[config.mk]
export PLATFORM = sky130hd
export DESIGN_NAME = core_mem_top
export DESIGN_NICKNAME = d
export VERILOG_FILES = /design/src/rtl/core_mem_pkg.sv /design/src/rtl/core_sel_decode.sv /design/src/rtl/core_ctrl.sv /design/src/rtl/core_array.sv /design/src/rtl/core_mem_top.sv
export SDC_FILE = /design/constraint.sdc
export NUM_CORES = 1
export LEC_CHECK = 0
export CAP_MARGIN = 20
export CELL_PAD_IN_SITES_DETAIL_PLACEMENT = 1
export CELL_PAD_IN_SITES_GLOBAL_PLACEMENT = 1
export CORE_MARGIN = 1
export CORE_UTILIZATION = 47
export CTS_CLUSTER_SIZE = 20
export DETAILED_ROUTE_END_ITERATION = 10
export PLACE_DENSITY = 0.75
export SKIP_LAST_GASP = 1
export SLEW_MARGIN = 20
export SYNTH_ARGS = -nofsm -noshare
export SYNTH_HDL_FRONTEND = slang
export SYNTH_SLANG_ARGS = --single-unit
[constraint.sdc]
create_clock -name clk -period 6.98 [get_ports clk]
set_input_delay 1.396 -clock clk [delete_from_list [all_inputs] [get_ports clk]]
set_output_delay 1.396 -clock clk [all_outputs]
set_load 0.05 [all_outputs]
[src/rtl/core_mem_pkg.sv]
package core_mem_pkg;

  typedef enum logic [2:0] {
    ST_IDLE,
    ST_CLEAR,
    ST_LATCH,
    ST_SET,
    ST_DONE
  } cycState_t;

  // strobes from the sequencer to the datapath
  typedef struct packed {
    logic accept;    // capture request fields
    logic clearEn;   // clear phase: select, sense, clear
    logic wordLoad;  // choose word for the set phase
    logic setEn;     // set phase: select, drive toward one, inhibit zeros
    logic outLoad;   // present sensed word to host
  } coreStb_t;

endpackage

[src/rtl/core_sel_decode.sv]
module core_sel_decode #(
  parameter int IDX_BITS = 3,
  localparam int LINES = 1 << IDX_BITS
) (
  input  logic                en,
  input  logic [IDX_BITS-1:0] idx,
  output logic [LINES-1:0]    lines
);

  always_comb begin
    lines = '0;
    if (en) lines[idx] = 1'b1;
  end

endmodule

[src/rtl/core_ctrl.sv]
module core_ctrl
  import core_mem_pkg::*;
(
  input  logic     clk,
  input  logic     rst_n,
  input  logic     reqValid,
  output logic     reqReady,
  output coreStb_t stb
);

  cycState_t state, stateNext;
  logic accept;

  assign reqReady = (state == ST_IDLE) || (state == ST_DONE);
  assign accept   = reqValid && reqReady;

  always_comb begin
    stateNext = state;
    unique case (state)
      ST_IDLE,
      ST_DONE:  stateNext = accept ? ST_CLEAR : ST_IDLE;
      ST_CLEAR: stateNext = ST_LATCH;
      ST_LATCH: stateNext = ST_SET;
      ST_SET:   stateNext = ST_DONE;
      default:  stateNext = ST_IDLE;
    endcase
  end

  always_ff @(posedge clk) begin
    if (!rst_n) state <= ST_IDLE;
    else        state <= stateNext;
  end

  always_comb begin
    stb          = '0;
    stb.accept   = accept;
    stb.clearEn  = (state == ST_CLEAR);
    stb.wordLoad = (state == ST_LATCH);
    stb.setEn    = (state == ST_SET);
    stb.outLoad  = (state == ST_SET);
  end

endmodule

[src/rtl/core_array.sv]
module core_array
  import core_mem_pkg::*;
#(
  parameter int X_BITS = 3,
  parameter int Y_BITS = 3,
  parameter int WIDTH  = 8,
  localparam int XN     = 1 << X_BITS,
  localparam int YN     = 1 << Y_BITS,
  localparam int WORDS  = XN * YN,
  localparam int ADDR_W = X_BITS + Y_BITS
) (
  input  logic              clk,
  input  logic              rst_n,
  input  coreStb_t          stb,
  input  logic [ADDR_W-1:0] reqAddr,
  input  logic              reqWrite,
  input  logic [WIDTH-1:0]  reqWdata,
  output logic [XN-1:0]     xSel,
  output logic [YN-1:0]     ySel,
  output logic [WIDTH-1:0]  inhibit,
  output logic [WIDTH-1:0]  senseBus,
  output logic [WIDTH-1:0]  rdData
);

  logic [ADDR_W-1:0] addrReg;
  logic              writeReg;
  logic [WIDTH-1:0]  wdataReg;
  logic [WIDTH-1:0]  senseReg;
  logic [WIDTH-1:0]  wordReg;
  logic [WORDS-1:0]  hit;
  logic              selEn;

  // request capture
  always_ff @(posedge clk) begin
    if (!rst_n) begin
      addrReg  <= '0;
      writeReg <= 1'b0;
      wdataReg <= '0;
    end else if (stb.accept) begin
      addrReg  <= reqAddr;
      writeReg <= reqWrite;
      wdataReg <= reqWdata;
    end
  end

  assign selEn = stb.clearEn | stb.setEn;

  core_sel_decode #(.IDX_BITS(X_BITS)) i_xDec (
    .en   (selEn),
    .idx  (addrReg[X_BITS-1:0]),
    .lines(xSel)
  );

  core_sel_decode #(.IDX_BITS(Y_BITS)) i_yDec (
    .en   (selEn),
    .idx  (addrReg[ADDR_W-1:X_BITS]),
    .lines(ySel)
  );

  // coincidence of one X and one Y line
  for (genvar gy = 0; gy < YN; gy++) begin : g_row
    for (genvar gx = 0; gx < XN; gx++) begin : g_col
      assign hit[gy*XN + gx] = xSel[gx] & ySel[gy];
    end
  end

  assign inhibit = stb.setEn ? ~wordReg : '0;

  // one bit plane per data bit, no reset: contents persist
  for (genvar gp = 0; gp < WIDTH; gp++) begin : g_plane
    logic [WORDS-1:0] cores;

    always_ff @(posedge clk) begin
      for (int w = 0; w < WORDS; w++) begin
        if (hit[w]) begin
          if (stb.clearEn)                    cores[w] <= 1'b0;
          else if (stb.setEn && !inhibit[gp]) cores[w] <= 1'b1;
        end
      end
    end

    assign senseBus[gp] = |(cores & hit);
  end

  always_ff @(posedge clk) begin
    if (!rst_n) begin
      senseReg <= '0;
      wordReg  <= '0;
      rdData   <= '0;
    end else begin
      if (stb.clearEn)  senseReg <= senseBus;
      if (stb.wordLoad) wordReg  <= writeReg ? wdataReg : senseReg;
      if (stb.outLoad)  rdData   <= senseReg;
    end
  end

endmodule

[src/rtl/core_mem_top.sv]
module core_mem_top
  import core_mem_pkg::*;
#(
  parameter int X_BITS = 3,
  parameter int Y_BITS = 3,
  parameter int WIDTH  = 8
) (
  input  logic                     clk,
  input  logic                     rst_n,
  input  logic                     reqValid,
  output logic                     reqReady,
  input  logic [X_BITS+Y_BITS-1:0] reqAddr,
  input  logic                     reqWrite,
  input  logic [WIDTH-1:0]         reqWdata,
  output logic [WIDTH-1:0]         rdData
);

  localparam int XN = 1 << X_BITS;
  localparam int YN = 1 << Y_BITS;

  coreStb_t         stb;
  logic [XN-1:0]    xSel;
  logic [YN-1:0]    ySel;
  logic [WIDTH-1:0] inhibit;
  logic [WIDTH-1:0] senseBus;
  logic             clearPhase;
  logic             setPhase;

  core_ctrl i_ctrl (
    .clk     (clk),
    .rst_n   (rst_n),
    .reqValid(reqValid),
    .reqReady(reqReady),
    .stb     (stb)
  );

  core_array #(.X_BITS(X_BITS), .Y_BITS(Y_BITS), .WIDTH(WIDTH)) i_array (
    .clk     (clk),
    .rst_n   (rst_n),
    .stb     (stb),
    .reqAddr (reqAddr),
    .reqWrite(reqWrite),
    .reqWdata(reqWdata),
    .xSel    (xSel),
    .ySel    (ySel),
    .inhibit (inhibit),
    .senseBus(senseBus),
    .rdData  (rdData)
  );

  assign clearPhase = stb.clearEn;
  assign setPhase   = stb.setEn;

endmodule

==> results of run 1 <==
[report_power, final]
group / switching [uW] / total (uW) / internal [uW]
logic: 719 / 890 / 171
registers: 66.0 / 3840 / 3770
clock network: 1350 / 3130 / 1780
total: 2130 / 7860 / 5720
[cell usage in the layout, fill, tap and decap left out, types with 20 or more instances in the layout]
master,netlist,layout
nand2_1,128,128
and3_1,24,24
buf_4,16,48
nor2_1,545,545
dfxtp_1,42,38
clkbuf_16,0,61
o21ai_0,20,20
nand4_1,29,29
edfxtp_1,512,512
a22oi_1,59,59
nand3_1,66,66
a32oi_1,57,57
a22o_1,29,29
clkdlybuf4s50_1,0,26
a21boi_0,24,24
[worst max-delay path: stages (launching register included)]
cell and delay (ns):
dfxtp_2 0.76, buf_4 0.55, and4bb_2 0.53, and2_0 0.39
a22oi_1 0.29, nand4_1 0.13, a2111oi_0 0.88, a31oi_1 0.20
[stage by stage]
stage,power [uW],setup WS [ns],hold slack (ns),utilization (%)
finish,7860,3.01,0.466,53.4
global route,7970,3.11,0.500,53.4
CTS,7810,3.25,0.470,53.3
detailed placement,4760,3.23,0.462,49.7
global placement,4740,3.32,0.452,49.7
floorplan,4410,1.22,0.443,-
[layout make-up]
cell class                      instances  area (um^2)  share of cell area, %
Antenna cell                            3         7.51                 0.0280
Clock buffer                           74         1600                   5.94
Clock inverter                         26          250                  0.932
Inverter                                8         33.8                  0.126
Multi-Input combinational cell       1266         7230                   26.9
Sequential cell                       554        16200                   60.4
Tap cell                              672          841                   3.13
Timing Repair Buffer                   78          679                   2.53
[metal layers]
| metal | wire length [um] | share of wire (%) | vias up | GRT usage (%) |
|---|---|---|---|---|
| met5 | 34 | 0.034 | - | 0 |
| met4 | 7430 | 7.4 | 4 | 24.6 |
| met2 | 44500 | 44 | 1539 | 58.3 |
| met3 | 12700 | 13 | 384 | 10.5 |
| li1 | - | - | 7358 | - |
| met1 | 35900 | 36 | 9472 | 48.4 |
[kinds of logic (layout without fill, tap and decap cells)]
kind of cell | count (synthesis) | in the layout
buf+inv | 162 | 186
xor+xnor | 1 | 1
mux | 25 | 25
compound gates | 316 | 316
simple gates | 924 | 924
flops | 554 | 554
other cells | 0 | 3
[state kept, by name, summed over array words and instances (netlist names)]
register	count
i_array.g_plane.cores	512
i_array.senseReg	8
i_ctrl.state	3
i_array.addrReg	6
i_array.rdData	8
i_array.wordReg	8
i_array.writeReg	1
i_array.wdataReg	8
[worst paths after layout]
check                           depth (start not counted)  slack [ns]                  end
worst min register to register                          2        0.47  i_array.wdataReg[4]
worst max register to register                          7        3.01  i_array.senseReg[1]
worst max-delay path                                    7        3.01  i_array.senseReg[1]
worst min-delay path                                    2        0.47  i_array.wdataReg[4]
==> out/qor.txt, run 1 <==
Outcome: finished, final reports clean
Critical setup path kind: reg -> reg
Req. time, crit path: 7.44 ns
Crit path DAT: 4.43 ns
Number of rows created at floorplan: 82
Start point of the worst hold path: i_array.wdataReg[4]
Placed Area: 25000 um^2
H-tree levels: 2
Sequential-to-total area share from yosys stat: 67.5%
Critical path origin: i_array.addrReg[4]
Growth of design area from synthesis to finish: 11.7%
Mapped cell area: 24000 um^2
Reg-to-Reg Start: i_array.addrReg[4]
Setup repair after global routing missed its margin: no
Die X: 228 um
Number of detailed-routing iterations run before antenna repair: 7
Area of the core: 50300 um^2
Path type of the worst min-delay path: reg -> reg
Total negative slack for setup checks: 0 ns
Yosys top cell area share: 64.0%
Vias: 18757
Number of placed I/O pins: 27
Final wirelength: 101 mm
Setup violators final: 0
Post-synthesis register bit count: 554
Avg WL per Cell: 37.5 um
Largest cells by area after synthesis: edfxtp_1 64%, nor2_1 8.5%, dfxtp_1 3.5%
Buffer type at the clock tree root: clkbuf_16
Fmax: 0.252 GHz
Yosys warning count: 0
CTS tree: done
Share of flip-flops with an asynchronous set or reset after synthesis: 0%
Mapped Nets: 2000
Critical path peak fanout: 40
Startpoint class of the critical path: flip-flop
Period Utilization, post-route: 56.8%
Post-route non-filler standard cell count: 2681
Overflow left after global routing: 0
Height of the chip: 228 um
Max-cap viol count: 0
Relative max-transition margin: 15.1%
Hold_buf cts: 0
Compound-Gate Fraction of Synth Area: 10.5%
Category of the worst setup path capture point: flip-flop
Vias per Instance: 7.00
Cell area after layout: 26900 um^2
Leakage power total: 0.00799 uW
Final critical delay including setup and external delays: 3.97 ns
Number of nets in the finished design: 1985
Buffers on Ports: 26
Count of clock tree sinks: 554
Main flop type after synthesis: edfxtp_1
Synth Area in Adders: 0%
Filler cell count: 5122
Main combinational cell family by area after synthesis: simple AND/OR/NAND/NOR gates
Number of distinct library cells after synthesis: 80
Synth Instances: 1982
GRT Util Overall: 38.3%
Cell taking the most area after synthesis: edfxtp_1
Synth top cells by count: 545 x nor2_1, 512 x edfxtp_1, 128 x nand2_1
Post_cts resized: 0
Clock slew at the register clock pins of the worst setup and hold paths: 0.07 ns
Number of routed nets with antenna violations: 0
Maximum ir drop on the vdd rail: 0.000181 V
Full die area: 52100 um^2
Antenna violations before repair: 4
CTS buffer count: 59
Worst skew pair latency: 0.64 ns
EDFF count, synth: 512
Largest buffer count on any clock path: 3
Count of endpoints failing hold in the final timing report: 0
Initial core utilization: 47.8%
Multiplexer fraction of the synthesized cell area: 1.08%
Post-synthesis share of cell area spent on and, or, nand and nor gates: 17.6%
First-pass GRT wire length: 140 mm
Vias in the first global route: 18443
Pin count of the biggest net entering global routing: 126
Most common cell in the netlist: nor2_1
Detail Placement HPWL: 63.1 mm
Post-CTS setup buffer count: 0
Share of final-layout standard cells stronger than drive strength 1: 10.3%
XOR/XNOR Fraction of Synth Area: 0.0364%
Post-placement cell count: 2576
Routability-driven placement congestion ratio: 1.01
Power density cells: 293 nW/um^2
DRC violation count after routing: 0
Maximum clock skew at final layout: 0.0202 ns
Slew at the pin closest to its max-slew limit: 1.27 ns
Starting DRC count in detailed routing: 3418
Final Max Tran Viols: 0
Synthesized area divided by synthesized cell count: 12.1 um^2
Power figures use the tool's default switching activity.
==> run 2: changes to the inputs <==
- CORE_UTILIZATION: 47 -> 52
- PLACE_DENSITY: 0.75 -> 0.79
- clock period: 6.98 -> 4.1 ns (I/O delays scaled with it)
==> run 2 against run 1 <==
Setup slack worse by 2.9 ns; power up 68%; fmax down 1.6%; combinational power rose by 84%; die area fell by 9.5%; sequential share of layout area shrank 0.68 points; clock-buffer cell count fell by 3; highest routed layer unchanged.
==> out/qor.txt, run 2 (synthesized netlist as in run 1, its figures left out) <==
Post-placement cell count: 2551
Routability-driven placement congestion ratio: 1.04
Slew at the pin closest to its max-slew limit: 1.27 ns
Worst reg2reg setup slack: 0.07 ns
Worst r2r dst: i_array.senseReg[2]
Critical setup path kind: reg -> reg
Number of detailed-routing iterations run before antenna repair: 7
Number of nets in the finished design: 2030
Count of endpoints failing hold in the final timing report: 0
Fmax: 0.248 GHz
GRT Util Overall: 43.5%
Power density cells: 487 nW/um^2
Fraction of power spent switching nets: 27.8%
Final critical delay including setup and external delays: 4.03 ns
Crit path max-delay cell type: nor4b_1
Height of the chip: 217 um
H-tree levels: 2
Start point of the worst hold path: i_array.rdData[0]
Count of clock tree sinks: 554
Worst skew pair latency: 0.65 ns
Commonest cells after routing, fill and taps aside: 544 x nor2_1, 512 x edfxtp_1, 128 x nand2_1, 90 x buf_4, 66 x nand3_1
Period Utilization, post-route: 98.3%
Max-cap viol count: 0
Req. time, crit path: 4.58 ns
Setup violators final: 0
Critical path peak fanout: 15
Startpoint class of the critical path: flip-flop
Hold_buf cts: 0
Share of final-layout standard cells stronger than drive strength 1: 12.4%
Largest buffer count on any clock path: 3
Hold Path Stages: 2
Number of placed I/O pins: 27
Sequential cell fraction of total power: 49.3%
Largest register FFs: 512
Overflow left after global routing: 0
Buffers on Ports: 26
Internal Dissipation: 9560 uW
Relative max-transition margin: 14.8%
Number of rows created at floorplan: 78
Leading cell type in the layout, fill and taps excluded: nor2_1
Post-CTS setup buffer count: 0
Post-route non-filler standard cell count: 2662
Avg WL per Cell: 38.5 um
Vias: 19329
Crit path largest cell delay: 0.87 ns
Final wirelength: 102 mm
Path type of the worst min-delay path: reg -> reg
First-pass GRT wire length: 142 mm
Initial core utilization: 52.9%
CTS tree: done
Vias in the first global route: 18864
Starting DRC count in detailed routing: 3692
Combinational share of power: 12.4%
Reg-to-Reg Start: i_array.addrReg[5]
Setup repair after global routing missed its margin: no
Growth of design area from synthesis to finish: 13.0%
Number of routed nets with antenna violations: 0
Placed Area: 25300 um^2
Outcome: finished, final reports clean
Leakage power total: 0.00823 uW
Antenna violations before repair: 9
Crit path DAT: 4.51 ns
Cell area after layout: 27200 um^2
Ordered list of cells on the worst path: or4b_1 > nor2_1 > a222oi_1 > nand4_1 > nor4b_1 > a31oi_1
Category of the worst setup path capture point: flip-flop
Maximum clock skew at final layout: 0.0294 ns
Area of the core: 45500 um^2
Clock slew at the register clock pins of the worst setup and hold paths: 0.06 ns
Clock Power Share: 38.3%
Final Max Tran Viols: 0
Pin count of the biggest net entering global routing: 273
Maximum ir drop on the vdd rail: 0.000382 V
Post_cts resized: 0
Buffer type at the clock tree root: clkbuf_16
Die X: 217 um
Cell depth of the worst flop-to-flop path: 6
Detail Placement HPWL: 67.6 mm
Hold worst-path end: i_array.rdData[0]
DRC violation count after routing: 0
CTS buffer count: 57
Vias per Instance: 7.26
Register with the most flip-flops: i_array.g_plane.cores
Full die area: 47100 um^2
P_sw: 3680 uW
[run 2: cell types whose count changed in the layout (fill, tap and decap cells not counted), moves of 2 or more]
cell	change
clkinv_1	+9
buf_4	+42
buf_16	+4
bufinv_16	-3
clkbuf_16	-2
clkinv_2	+3
buf_12	+3
[run 2: final cells by class]
cell class	instances	area [um^2]
Fill cell	4505	18300
Sequential cell	554	16200
Multi-Input combinational cell	1266	7250
Clock buffer	71	1540
Timing Repair Buffer	125	1150
Tap cell	600	751
Clock inverter	36	221
Inverter	8	33.8
Antenna cell	2	5.00
[run 2: routing by layer]
layer	vias to the layer above	global-route usage (%)	part of all wire, %
met5	-	0	0.086
met4	14	27.7	7.8
met3	476	14.3	15
met2	1799	64.2	43
met1	9569	55.4	34
li1	7471	-	-
[run 2: power groups by stage]
stage                     logic [uW]  clock network (uW)  registers (uW)
final                           1640                5070            6530
after global routing            1640                5220            6520
after CTS                       1540                5030            6520
after detailed placement        1530                   0            6640
after global placement          1480                   0            6630
after floorplan                  839                   0            6670
[run 2: per-stage QoR]
stage               power [uW]  utilization, %  hold slack, ns  setup TNS (ns)  worst slack, ns
floorplan                 7510               -           0.443         -618.53            -1.54
global placement          8110            55.6           0.450               0            0.575
detailed placement        8170            55.7           0.463               0            0.576
CTS                      13100            59.6           0.472               0            0.548
global route             13400            59.7           0.491               0            0.337
finish                   13200            59.7           0.467               0           0.0695
[run 2: worst max path at each step]
stage                                      to  depth (start not counted)               start  slack, ns
after floorplan           i_array.senseReg[4]                          7     i_ctrl.state[2]      -1.54
after global placement    i_array.senseReg[2]                          6  i_array.addrReg[5]       0.57
after detailed placement  i_array.senseReg[2]                          6  i_array.addrReg[5]       0.58
after CTS                 i_array.senseReg[2]                          6  i_array.addrReg[5]       0.55
after global routing      i_array.senseReg[2]                          6  i_array.addrReg[5]       0.34
final                     i_array.senseReg[2]                          6  i_array.addrReg[5]       0.07
[run 2: critical path: cells and delay by family, from the launching register on]
family           cells  cell delay [ns]
AO/OA/AOI/OAI        2             1.02
flip-flops           1             0.77
AND/OR/NAND/NOR      4             2.09
